$ cat src/rtl/trap_seq_pkg.sv
package trap_seq_pkg;
    localparam int CODE_W = 6;
    localparam int SUB_W  = 9;

    localparam logic [CODE_W-1:0] EC_IRQ        = 6'd0;
    localparam logic [CODE_W-1:0] EC_LD_INV     = 6'd1;
    localparam logic [CODE_W-1:0] EC_ST_INV     = 6'd2;
    localparam logic [CODE_W-1:0] EC_IF_INV     = 6'd3;
    localparam logic [CODE_W-1:0] EC_MODIFY     = 6'd4;
    localparam logic [CODE_W-1:0] EC_NO_READ    = 6'd5;
    localparam logic [CODE_W-1:0] EC_NO_EXEC    = 6'd6;
    localparam logic [CODE_W-1:0] EC_PG_PRIV    = 6'd7;
    localparam logic [CODE_W-1:0] EC_ADDR       = 6'd8;
    localparam logic [CODE_W-1:0] EC_BOUND      = 6'd10;
    localparam logic [CODE_W-1:0] EC_SYSCALL    = 6'd11;
    localparam logic [CODE_W-1:0] EC_BREAK      = 6'd12;
    localparam logic [CODE_W-1:0] EC_UNDEF      = 6'd13;
    localparam logic [CODE_W-1:0] EC_INS_PRIV   = 6'd14;
    localparam logic [CODE_W-1:0] EC_FP_OFF     = 6'd15;
    localparam logic [CODE_W-1:0] EC_VEC_OFF    = 6'd16;
    localparam logic [CODE_W-1:0] EC_WVEC_OFF   = 6'd17;
    localparam logic [CODE_W-1:0] EC_FP_EXC     = 6'd18;
    localparam logic [CODE_W-1:0] EC_DBG_BP     = 6'd26;

    localparam logic [SUB_W-1:0]  SUB_FETCH     = 9'd0;
    localparam logic [SUB_W-1:0]  SUB_DATA      = 9'd1;
    localparam logic [CODE_W-1:0] DBG_BP_ECODE  = 6'hC;

    typedef enum logic {
        ST_RUN   = 1'b0,
        ST_DEBUG = 1'b1
    } seq_state_t;

    typedef struct packed {
        logic ok;
        logic is_irq;
        logic is_dbp;
        logic set_badv;
        logic set_badi;
    } trap_class_t;
endpackage

$ cat src/rtl/trap_cause_decode.sv
module trap_cause_decode
    import trap_seq_pkg::*;
(
    input  logic [CODE_W-1:0] code,
    input  logic [SUB_W-1:0]  sub,
    output trap_class_t       cls
);
    always_comb begin
        cls = '0;
        unique case (code)
            EC_IRQ: begin
                cls.ok     = 1'b1;
                cls.is_irq = 1'b1;
            end
            EC_LD_INV, EC_ST_INV, EC_IF_INV, EC_MODIFY,
            EC_NO_READ, EC_NO_EXEC, EC_PG_PRIV, EC_BOUND: begin
                cls.ok = 1'b1;
            end
            EC_ADDR: begin
                cls.ok = (sub == SUB_FETCH) || (sub == SUB_DATA);
            end
            EC_SYSCALL, EC_BREAK, EC_UNDEF, EC_INS_PRIV,
            EC_FP_OFF, EC_VEC_OFF, EC_WVEC_OFF, EC_FP_EXC: begin
                cls.ok       = 1'b1;
                cls.set_badv = 1'b1;
            end
            EC_DBG_BP: begin
                cls.ok     = 1'b1;
                cls.is_dbp = 1'b1;
            end
            default: cls = '0;
        endcase
        // fetch-side causes have no trustworthy instruction word
        cls.set_badi = cls.ok && !cls.is_irq && !cls.is_dbp
                       && (code != EC_IF_INV)
                       && !((code == EC_ADDR) && (sub == SUB_FETCH));
    end
endmodule

$ cat src/rtl/trap_vector_calc.sv
module trap_vector_calc
    import trap_seq_pkg::*;
#(
    parameter int unsigned PC_W     = 32,
    parameter int unsigned VS_W     = 3,
    parameter int unsigned IRQ_W    = 5,
    parameter int unsigned EXT_BASE = 64,
    parameter int unsigned DBG_OFS  = 32'h480
) (
    input  logic [PC_W-1:0]   base,
    input  logic [PC_W-1:0]   refill_base,
    input  logic [VS_W-1:0]   vs,
    input  logic [IRQ_W-1:0]  irq_idx,
    input  logic [CODE_W-1:0] code,
    input  logic              is_irq,
    input  logic              to_debug,
    input  logic              to_refill,
    output logic [PC_W-1:0]   target
);
    localparam int unsigned SH_W = VS_W + 1;

    logic [SH_W-1:0] shamt;
    logic [PC_W-1:0] slot;
    logic [PC_W-1:0] offset;

    always_comb begin
        shamt  = {1'b0, vs} + SH_W'(2);
        slot   = is_irq ? (PC_W'(EXT_BASE) + PC_W'(irq_idx)) : PC_W'(code);
        offset = (vs == '0) ? '0 : (slot << shamt);
        if (to_debug) begin
            target = base + PC_W'(DBG_OFS);
        end else if (to_refill && !is_irq) begin
            target = refill_base;
        end else begin
            target = base + offset;
        end
    end
endmodule

$ cat src/rtl/trap_entry_seq.sv
module trap_entry_seq
    import trap_seq_pkg::*;
#(
    parameter int unsigned PC_W     = 32,
    parameter int unsigned INSN_W   = 32,
    parameter int unsigned VS_W     = 3,
    parameter int unsigned IRQ_W    = 5,
    parameter int unsigned RESET_PC = 32'h1C00_0000,
    parameter int unsigned DBG_OFS  = 32'h480
) (
    input  logic              clk,
    input  logic              rst_n,
    input  logic              trap_valid,
    input  logic [5:0]        trap_code,
    input  logic [8:0]        trap_sub,
    input  logic [PC_W-1:0]   trap_pc,
    input  logic [INSN_W-1:0] trap_insn,
    input  logic              refill_active,
    input  logic [IRQ_W-1:0]  irq_index,
    input  logic              buserr_valid,
    input  logic              buserr_fetch,
    input  logic [PC_W-1:0]   entry_base,
    input  logic [PC_W-1:0]   refill_entry,
    input  logic [VS_W-1:0]   vec_spacing,
    input  logic              mode_wr,
    input  logic [1:0]        mode_wr_plv,
    input  logic              mode_wr_ie,
    input  logic              mode_wr_da,
    input  logic              mode_wr_pg,
    output logic              redirect_valid,
    output logic [PC_W-1:0]   redirect_pc,
    output logic [1:0]        cur_plv,
    output logic              cur_ie,
    output logic              cur_da,
    output logic              cur_pg,
    output logic [1:0]        prv_plv,
    output logic              prv_ie,
    output logic [5:0]        est_code,
    output logic [8:0]        est_sub,
    output logic [PC_W-1:0]   ret_addr,
    output logic [PC_W-1:0]   bad_addr,
    output logic [INSN_W-1:0] bad_insn,
    output logic              dbg_mode,
    output logic              dbg_cause,
    output logic              dbg_int,
    output logic [5:0]        dbg_ecode,
    output logic [PC_W-1:0]   dbg_ret,
    output logic [1:0]        rf_plv,
    output logic              rf_ie,
    output logic [PC_W-3:0]   rf_ret,
    output logic              err
);
    seq_state_t        state, state_nxt;
    trap_class_t       cls;
    logic              take;
    logic [CODE_W-1:0] eff_code;
    logic [SUB_W-1:0]  eff_sub;
    logic              dbg_path;
    logic              accept;
    logic [PC_W-1:0]   target;

    // trap strobe outranks a bus error in the same cycle
    always_comb begin
        take     = trap_valid || buserr_valid;
        eff_code = trap_valid ? trap_code : EC_ADDR;
        eff_sub  = trap_valid ? trap_sub : (buserr_fetch ? SUB_FETCH : SUB_DATA);
    end

    trap_cause_decode u_decode (
        .code (eff_code),
        .sub  (eff_sub),
        .cls  (cls)
    );

    always_comb begin
        accept   = take && cls.ok;
        dbg_path = cls.is_dbp || (cls.is_irq && (state == ST_DEBUG));
    end

    trap_vector_calc #(
        .PC_W    (PC_W),
        .VS_W    (VS_W),
        .IRQ_W   (IRQ_W),
        .EXT_BASE(64),
        .DBG_OFS (DBG_OFS)
    ) u_vector (
        .base       (entry_base),
        .refill_base(refill_entry),
        .vs         (vec_spacing),
        .irq_idx    (irq_index),
        .code       (eff_code),
        .is_irq     (cls.is_irq),
        .to_debug   (dbg_path),
        .to_refill  (refill_active),
        .target     (target)
    );

    // next-state logic: ENTER_DEBUG and HOLD_DEBUG
    always_comb begin
        state_nxt = state;
        unique case (state)
            ST_RUN:   if (accept && dbg_path) state_nxt = ST_DEBUG;
            ST_DEBUG: state_nxt = ST_DEBUG;
            default:  state_nxt = ST_RUN;
        endcase
    end

    always_ff @(posedge clk) begin
        if (!rst_n) state <= ST_RUN;
        else        state <= state_nxt;
    end

    assign dbg_mode = (state == ST_DEBUG);

    // architectural register updates
    always_ff @(posedge clk) begin
        if (!rst_n) begin
            redirect_valid <= 1'b0;
            redirect_pc    <= PC_W'(RESET_PC);
            cur_plv        <= 2'd0;
            cur_ie         <= 1'b0;
            cur_da         <= 1'b1;
            cur_pg         <= 1'b0;
            prv_plv        <= 2'd0;
            prv_ie         <= 1'b0;
            est_code       <= '0;
            est_sub        <= '0;
            ret_addr       <= '0;
            bad_addr       <= '0;
            bad_insn       <= '0;
            dbg_cause      <= 1'b0;
            dbg_int        <= 1'b0;
            dbg_ecode      <= '0;
            dbg_ret        <= '0;
            rf_plv         <= 2'd0;
            rf_ie          <= 1'b0;
            rf_ret         <= '0;
            err            <= 1'b0;
        end else begin
            redirect_valid <= accept;
            err            <= take && !cls.ok;
            if (accept) redirect_pc <= target;

            if (accept && dbg_path) begin
                dbg_ret <= trap_pc;
                if (cls.is_dbp) begin
                    dbg_cause <= 1'b1;
                    dbg_ecode <= DBG_BP_ECODE;
                end else begin
                    dbg_int <= 1'b1;
                end
            end else if (accept) begin
                if (cls.set_badv) bad_addr <= trap_pc;
                if (cls.set_badi) bad_insn <= trap_insn;
                if (refill_active) begin
                    rf_plv <= cur_plv;
                    rf_ie  <= cur_ie;
                    rf_ret <= trap_pc[PC_W-1:2];
                    cur_da <= 1'b1;
                    cur_pg <= 1'b0;
                end else begin
                    est_code <= eff_code;
                    est_sub  <= eff_sub;
                    prv_plv  <= cur_plv;
                    prv_ie   <= cur_ie;
                    ret_addr <= trap_pc;
                end
                cur_plv <= 2'd0;
                cur_ie  <= 1'b0;
            end else if (!take && mode_wr) begin
                cur_plv <= mode_wr_plv;
                cur_ie  <= mode_wr_ie;
                cur_da  <= mode_wr_da;
                cur_pg  <= mode_wr_pg;
            end
        end
    end

    a_r3_entry_drops_priv: assert property (@(posedge clk) disable iff (!rst_n)
        (take && cls.ok && !dbg_path) |=> (cur_plv == 2'd0 && !cur_ie));

    a_r9_debug_target: assert property (@(posedge clk) disable iff (!rst_n)
        (take && cls.ok && dbg_path) |=>
            (dbg_mode && redirect_pc == $past(entry_base) + PC_W'(DBG_OFS)));

    a_r12_reject_keeps_state: assert property (@(posedge clk) disable iff (!rst_n)
        (take && !cls.ok) |=>
            (err && !redirect_valid && $stable(ret_addr) && $stable(bad_addr)
             && $stable(est_code) && $stable(dbg_ret)));

    a_r8_refill_mode: assert property (@(posedge clk) disable iff (!rst_n)
        (take && cls.ok && !dbg_path && refill_active) |=>
            (cur_da && !cur_pg && rf_ret == $past(trap_pc[PC_W-1:2])));

    a_r2_redirect_pulse: assert property (@(posedge clk) disable iff (!rst_n)
        (take && cls.ok && !dbg_path && !refill_active) |=>
            (redirect_valid && ret_addr == $past(trap_pc)));

    a_r10_debug_sticky: assert property (@(posedge clk) disable iff (!rst_n)
        dbg_mode |=> dbg_mode);
endmodule

$ cat config.mk
export PLATFORM = sky130hd
export DESIGN_NAME = trap_entry_seq
export DESIGN_NICKNAME = d
export VERILOG_FILES = /design/src/rtl/trap_seq_pkg.sv /design/src/rtl/trap_cause_decode.sv /design/src/rtl/trap_vector_calc.sv /design/src/rtl/trap_entry_seq.sv
export SDC_FILE = /design/constraint.sdc
export NUM_CORES = 1
export LEC_CHECK = 0
export ABC_AREA = 1
export CAP_MARGIN = 20
export CELL_PAD_IN_SITES_DETAIL_PLACEMENT = 2
export CELL_PAD_IN_SITES_GLOBAL_PLACEMENT = 2
export CORE_ASPECT_RATIO = 1.75
export CORE_MARGIN = 2
export CORE_UTILIZATION = 28
export DETAILED_ROUTE_END_ITERATION = 12
export DONT_BUFFER_PORTS = 1
export GPL_TIMING_DRIVEN = 0
export PLACE_DENSITY_LB_ADDON = 0.05
export SYNTH_ARGS = -nofsm -noshare
export SYNTH_HDL_FRONTEND = slang
export SYNTH_HIERARCHICAL = 1
export SYNTH_SLANG_ARGS = --single-unit
$ cat constraint.sdc
create_clock -name clk -period 4.8 [get_ports clk]
set_input_delay 1.44 -clock clk [delete_from_list [all_inputs] [get_ports clk]]
set_output_delay 1.44 -clock clk [all_outputs]
set_load 0.02 [all_outputs]
==> results_dict.tcl <==
set metrics [dict create \
    synth_top_family_by_area "simple AND/OR/NAND/NOR gates" \
    grt_setup_unrepaired "true" \
    post-place-ws_ns -1.869 \
    cp-startpoint "trap_valid" \
    synth.area.mux_share_pct 0.08570 \
    h-tree-depth 1 \
    place_congestion 0.8504 \
    synthSimpleGateAreaFrac_pct 33.45 \
    synthArstFlopShare_pct 0 \
    critPathKind "input port to register" \
    synthTopCellsByArea "dfxtp_1 (38%), nor2_1 (16%), nand2_1 (11%)" \
    viasPerCell 4.959 \
    final_area_um2 13950 \
    grt_pass1_wl_um 80940 \
    rows 99 \
    report.final.slew_viol_count 0 \
    drive_above_1_share_pct 14.47 \
    area_growth_pct 19.47 \
    p_leak_nw 6.104 \
    core_um2 41370 \
    clk_path_buf_depth 3 \
    hp-start "redirect_pc[27]$_SDFFE_PN1P_" \
    clk_latency_ns 0.52 \
    synth-seq-cells 221 \
    antenna_found_initial 4 \
    dp_hpwl_um 46570 \
    hold_slack_ns 0.5827 \
    hold_path_end "redirect_pc[27]$_SDFFE_PN1P_" \
    period_minus_slack_ns 4.634 \
    relSlewSlack_pct 38.05 \
    reg2reg_from "dbg_mode$_SDFF_PN0_" \
    io_buffers 0 \
    holdPathStages 2 \
    cp_slowest_cell "nor3_4" \
    synth_edf_count 0 \
    reg2reg_slack_ns 1.77 \
    die_area_um2 43430 \
    wl_per_cell_um 22.67 \
    overflow 0 \
    cts_made_buffers 24 \
    critPathBufInv 3 \
    ys_seq_area_share_pct 37.88 \
    synth_area_um2 11680 \
    critPathCaptureType "register" \
    hold_path_class "register to register" \
    critPathLaunchType "input port" \
    setup-violations-final 0 \
    dieHeight_um 274.2 \
    critPathArrivalTime_ns 5.05 \
    first_pass_iters 4 \
    start_util_pct 28.23 \
    r2r-end "redirect_pc[7]$_SDFFE_PN0P_" \
    ios 390 \
    powerDensity_nw_per_um2 369.5 \
    critPathTopFamily "simple AND/OR/NAND/NOR gates" \
    fmax_mhz 215.8 \
    tightest_slew_ns 0.9293 \
    die_w_um 158.4 \
    yosysTopAreaCellShare_pct 37.88 \
    drv_cap 0 \
    vias 12214 \
    synth_compound_area_share_pct 14.79 \
    tritoncts "yes" \
    root_buffer "clkbuf_16" \
    cts_hold_buf 0 \
    synthXorXnorAreaFrac_pct 1.350 \
    cp_common_cell "nand2_1" \
    synth_area_per_cell_um2 6.320 \
    grt_usage_pct 25.11 \
    cts_sinks 221 \
    status "completed" \
    yosys.area.top_type "dfxtp_1" \
    crit_required_ns 5.21 \
    ant_nets 0 \
    synth_cells 1848 \
    grt_pass1_vias 13360 \
    crit_fanout 10 \
    postPlaceCellArea_um2 12390 \
    reg2reg_depth 10 \
    clk_pin_slew_ns 0.06 \
    ir_drop_uv 260.6 \
    finClkSkew_ns 0.009744 \
    grt_max_degree 14 \
    setup_slack_ns 0.1657 \
    slowest_delay_ns 0.25 \
    yosys.area_share.adder_pct 2.742 \
    hold_viol_final 0 \
    synthFlopType "dfxtp_1" \
    yosysUniqueCellTypes 43 \
    wl_um 55830 \
    timing.final.crit_share_pct 96.55 \
    drt-initial-drc-count 352 \
    yosysWarnings 6 \
    drc 0 \
    nets 2079 \
]
==> sequential cells by signal, indices dropped and copies added, names as in the netlist, 2 cells and up <==
signal,count
bad_addr,32
bad_insn,32
cur_plv,2
dbg_ret,32
est_code,6
est_sub,9
prv_plv,2
redirect_pc,32
ret_addr,32
rf_plv,2
rf_ret,30
==> Yosys cell counts (2+ instances only) <==
| cell | instances |
|---|---|
| a21oi_1 | 32 |
| a31oi_1 | 4 |
| buf_2 | 32 |
| buf_4 | 15 |
| clkbuf_1 | 41 |
| clkinv_1 | 5 |
| dfxtp_1 | 221 |
| ha_1 | 24 |
| inv_1 | 165 |
| inv_2 | 13 |
| nand2_1 | 347 |
| nand2_2 | 9 |
| nand3_1 | 66 |
| nand3_2 | 5 |
| nand4_1 | 6 |
| nor2_1 | 507 |
| nor2_2 | 10 |
| nor2_4 | 2 |
| nor3_1 | 14 |
| o211ai_1 | 5 |
| o21a_1 | 4 |
| o21ai_0 | 152 |
| o21ai_1 | 123 |
| o21bai_1 | 4 |
| o22ai_1 | 7 |
| or2_2 | 2 |
| xnor2_1 | 4 |
| xor2_1 | 14 |
==> area by class of cell <==
type | instances | area, um^2
Buffer | 90 | 445.4
Inverter | 183 | 686.9
Multi-Input combinational cell | 1357 | 6770
Sequential cell | 221 | 4424
Timing Repair Buffer | 14 | 108.9
Clock buffer | 37 | 740.7
Clock inverter | 5 | 81.33
Tap cell | 555 | 694.4
Antenna cell | 1 | 2.502
Fill cell | 5130 | 27420
==> logic make-up (layout without fill, tap and decap cells) <==
family / Yosys count / after routing
flip-flops: 221 / 221
AND/OR/NAND/NOR: 975 / 975
multiplexers: 1 / 1
XOR/XNOR: 18 / 18
other: 1 / 5
AO/OA/AOI/OAI: 334 / 334
buffers and inverters: 273 / 329
adder cells (fa/ha/maj): 25 / 25
==> worst min-delay path, delay by kind of cell, from the launching register on <==
kind	cells	cell delay, ns
and+or+nand+nor	2	0.15
DFF	1	0.37
==> timing repair <==
action,CTS,global route
setup buffers,9,5
setup endpoints to repair,28,25
pin swaps,11,35
resized for setup,62,120
==> placed cells by master (no fill, tap or decap), types with 3 or more instances in the layout <==
cell type  netlist  routed
nand3_4          0       3
o21ai_0        152     131
a21oi_4          0       5
dfxtp_1        221     221
o22ai_2          0       3
ha_4             0       9
clkinv_1         5       5
o22ai_1          7       3
clkbuf_1        41      45
a21oi_2          0       4
nand2_4          1       6
nand3_2          5      12
nand2_2          9      44
clkbuf_8         0       7
inv_1          165     159
ha_1            24      11
xor2_1          14      14
inv_2           13      19
nor3_2           1       4
o21ai_2          1      14
buf_4           15      28
o21bai_1         4       3
ha_2             0       4
a31oi_1          4       3
conb_1           1       4
nor2_2          10      29
buf_2           32      32
xnor2_1          4       4
nand3_1         66      56
o211ai_1         5       5
nor2_4           2      10
nand4_1          6       6
nor3_1          14       9
o21a_1           4       4
clkbuf_16        0      25
nor2_1         507     480
a21oi_1         32      23
o21ai_1        123     131
nand2_1        347     307
==> power breakdown <==
part	switching (W)	internal, W	total (W)
combinational	0.000643	0.000320	0.000964
sequential	0.000277	0.00197	0.00224
clock	0.000784	0.00117	0.00195
total	0.00170	0.00345	0.00516
==> worst max-delay path by stage <==
stage                                              end  slack, ns  depth (start not counted)
final                     redirect_pc[30]$_SDFFE_PN0P_       0.17                         30
after global routing      redirect_pc[30]$_SDFFE_PN0P_      -0.07                         31
after CTS                 redirect_pc[30]$_SDFFE_PN0P_      -0.05                         30
after detailed placement  redirect_pc[30]$_SDFFE_PN0P_      -1.87                         26
after global placement    redirect_pc[30]$_SDFFE_PN0P_      -1.79                         26
after floorplan           redirect_pc[24]$_SDFFE_PN0P_       0.17                         28
==> layer usage <==
metal  vias up  track usage (%)  share of wire (%)
met5         -                0              0.075
met3       101            5.864                6.6
met4         6            10.74                4.6
li1       5892                -                  -
met2       334            53.23                 58
met1      5881            21.04                 30
==> per-stage QoR <==
step / setup TNS (ns) / utilization [%] / power [W] / instances
finish: 0 / 33.73 / 0.005156 / 2463
global route: -0.1531 / 33.73 / 0.005413 / 2463
CTS: -0.09949 / 32.57 / 0.005168 / 2457
detailed placement: -34.59 / 29.95 / 0.003143 / 2406
global placement: -31.85 / 29.95 / 0.003108 / 2406
floorplan: 0 / - / 0.002811 / 1851
No activity file was read; power rests on OpenSTA's default activity.
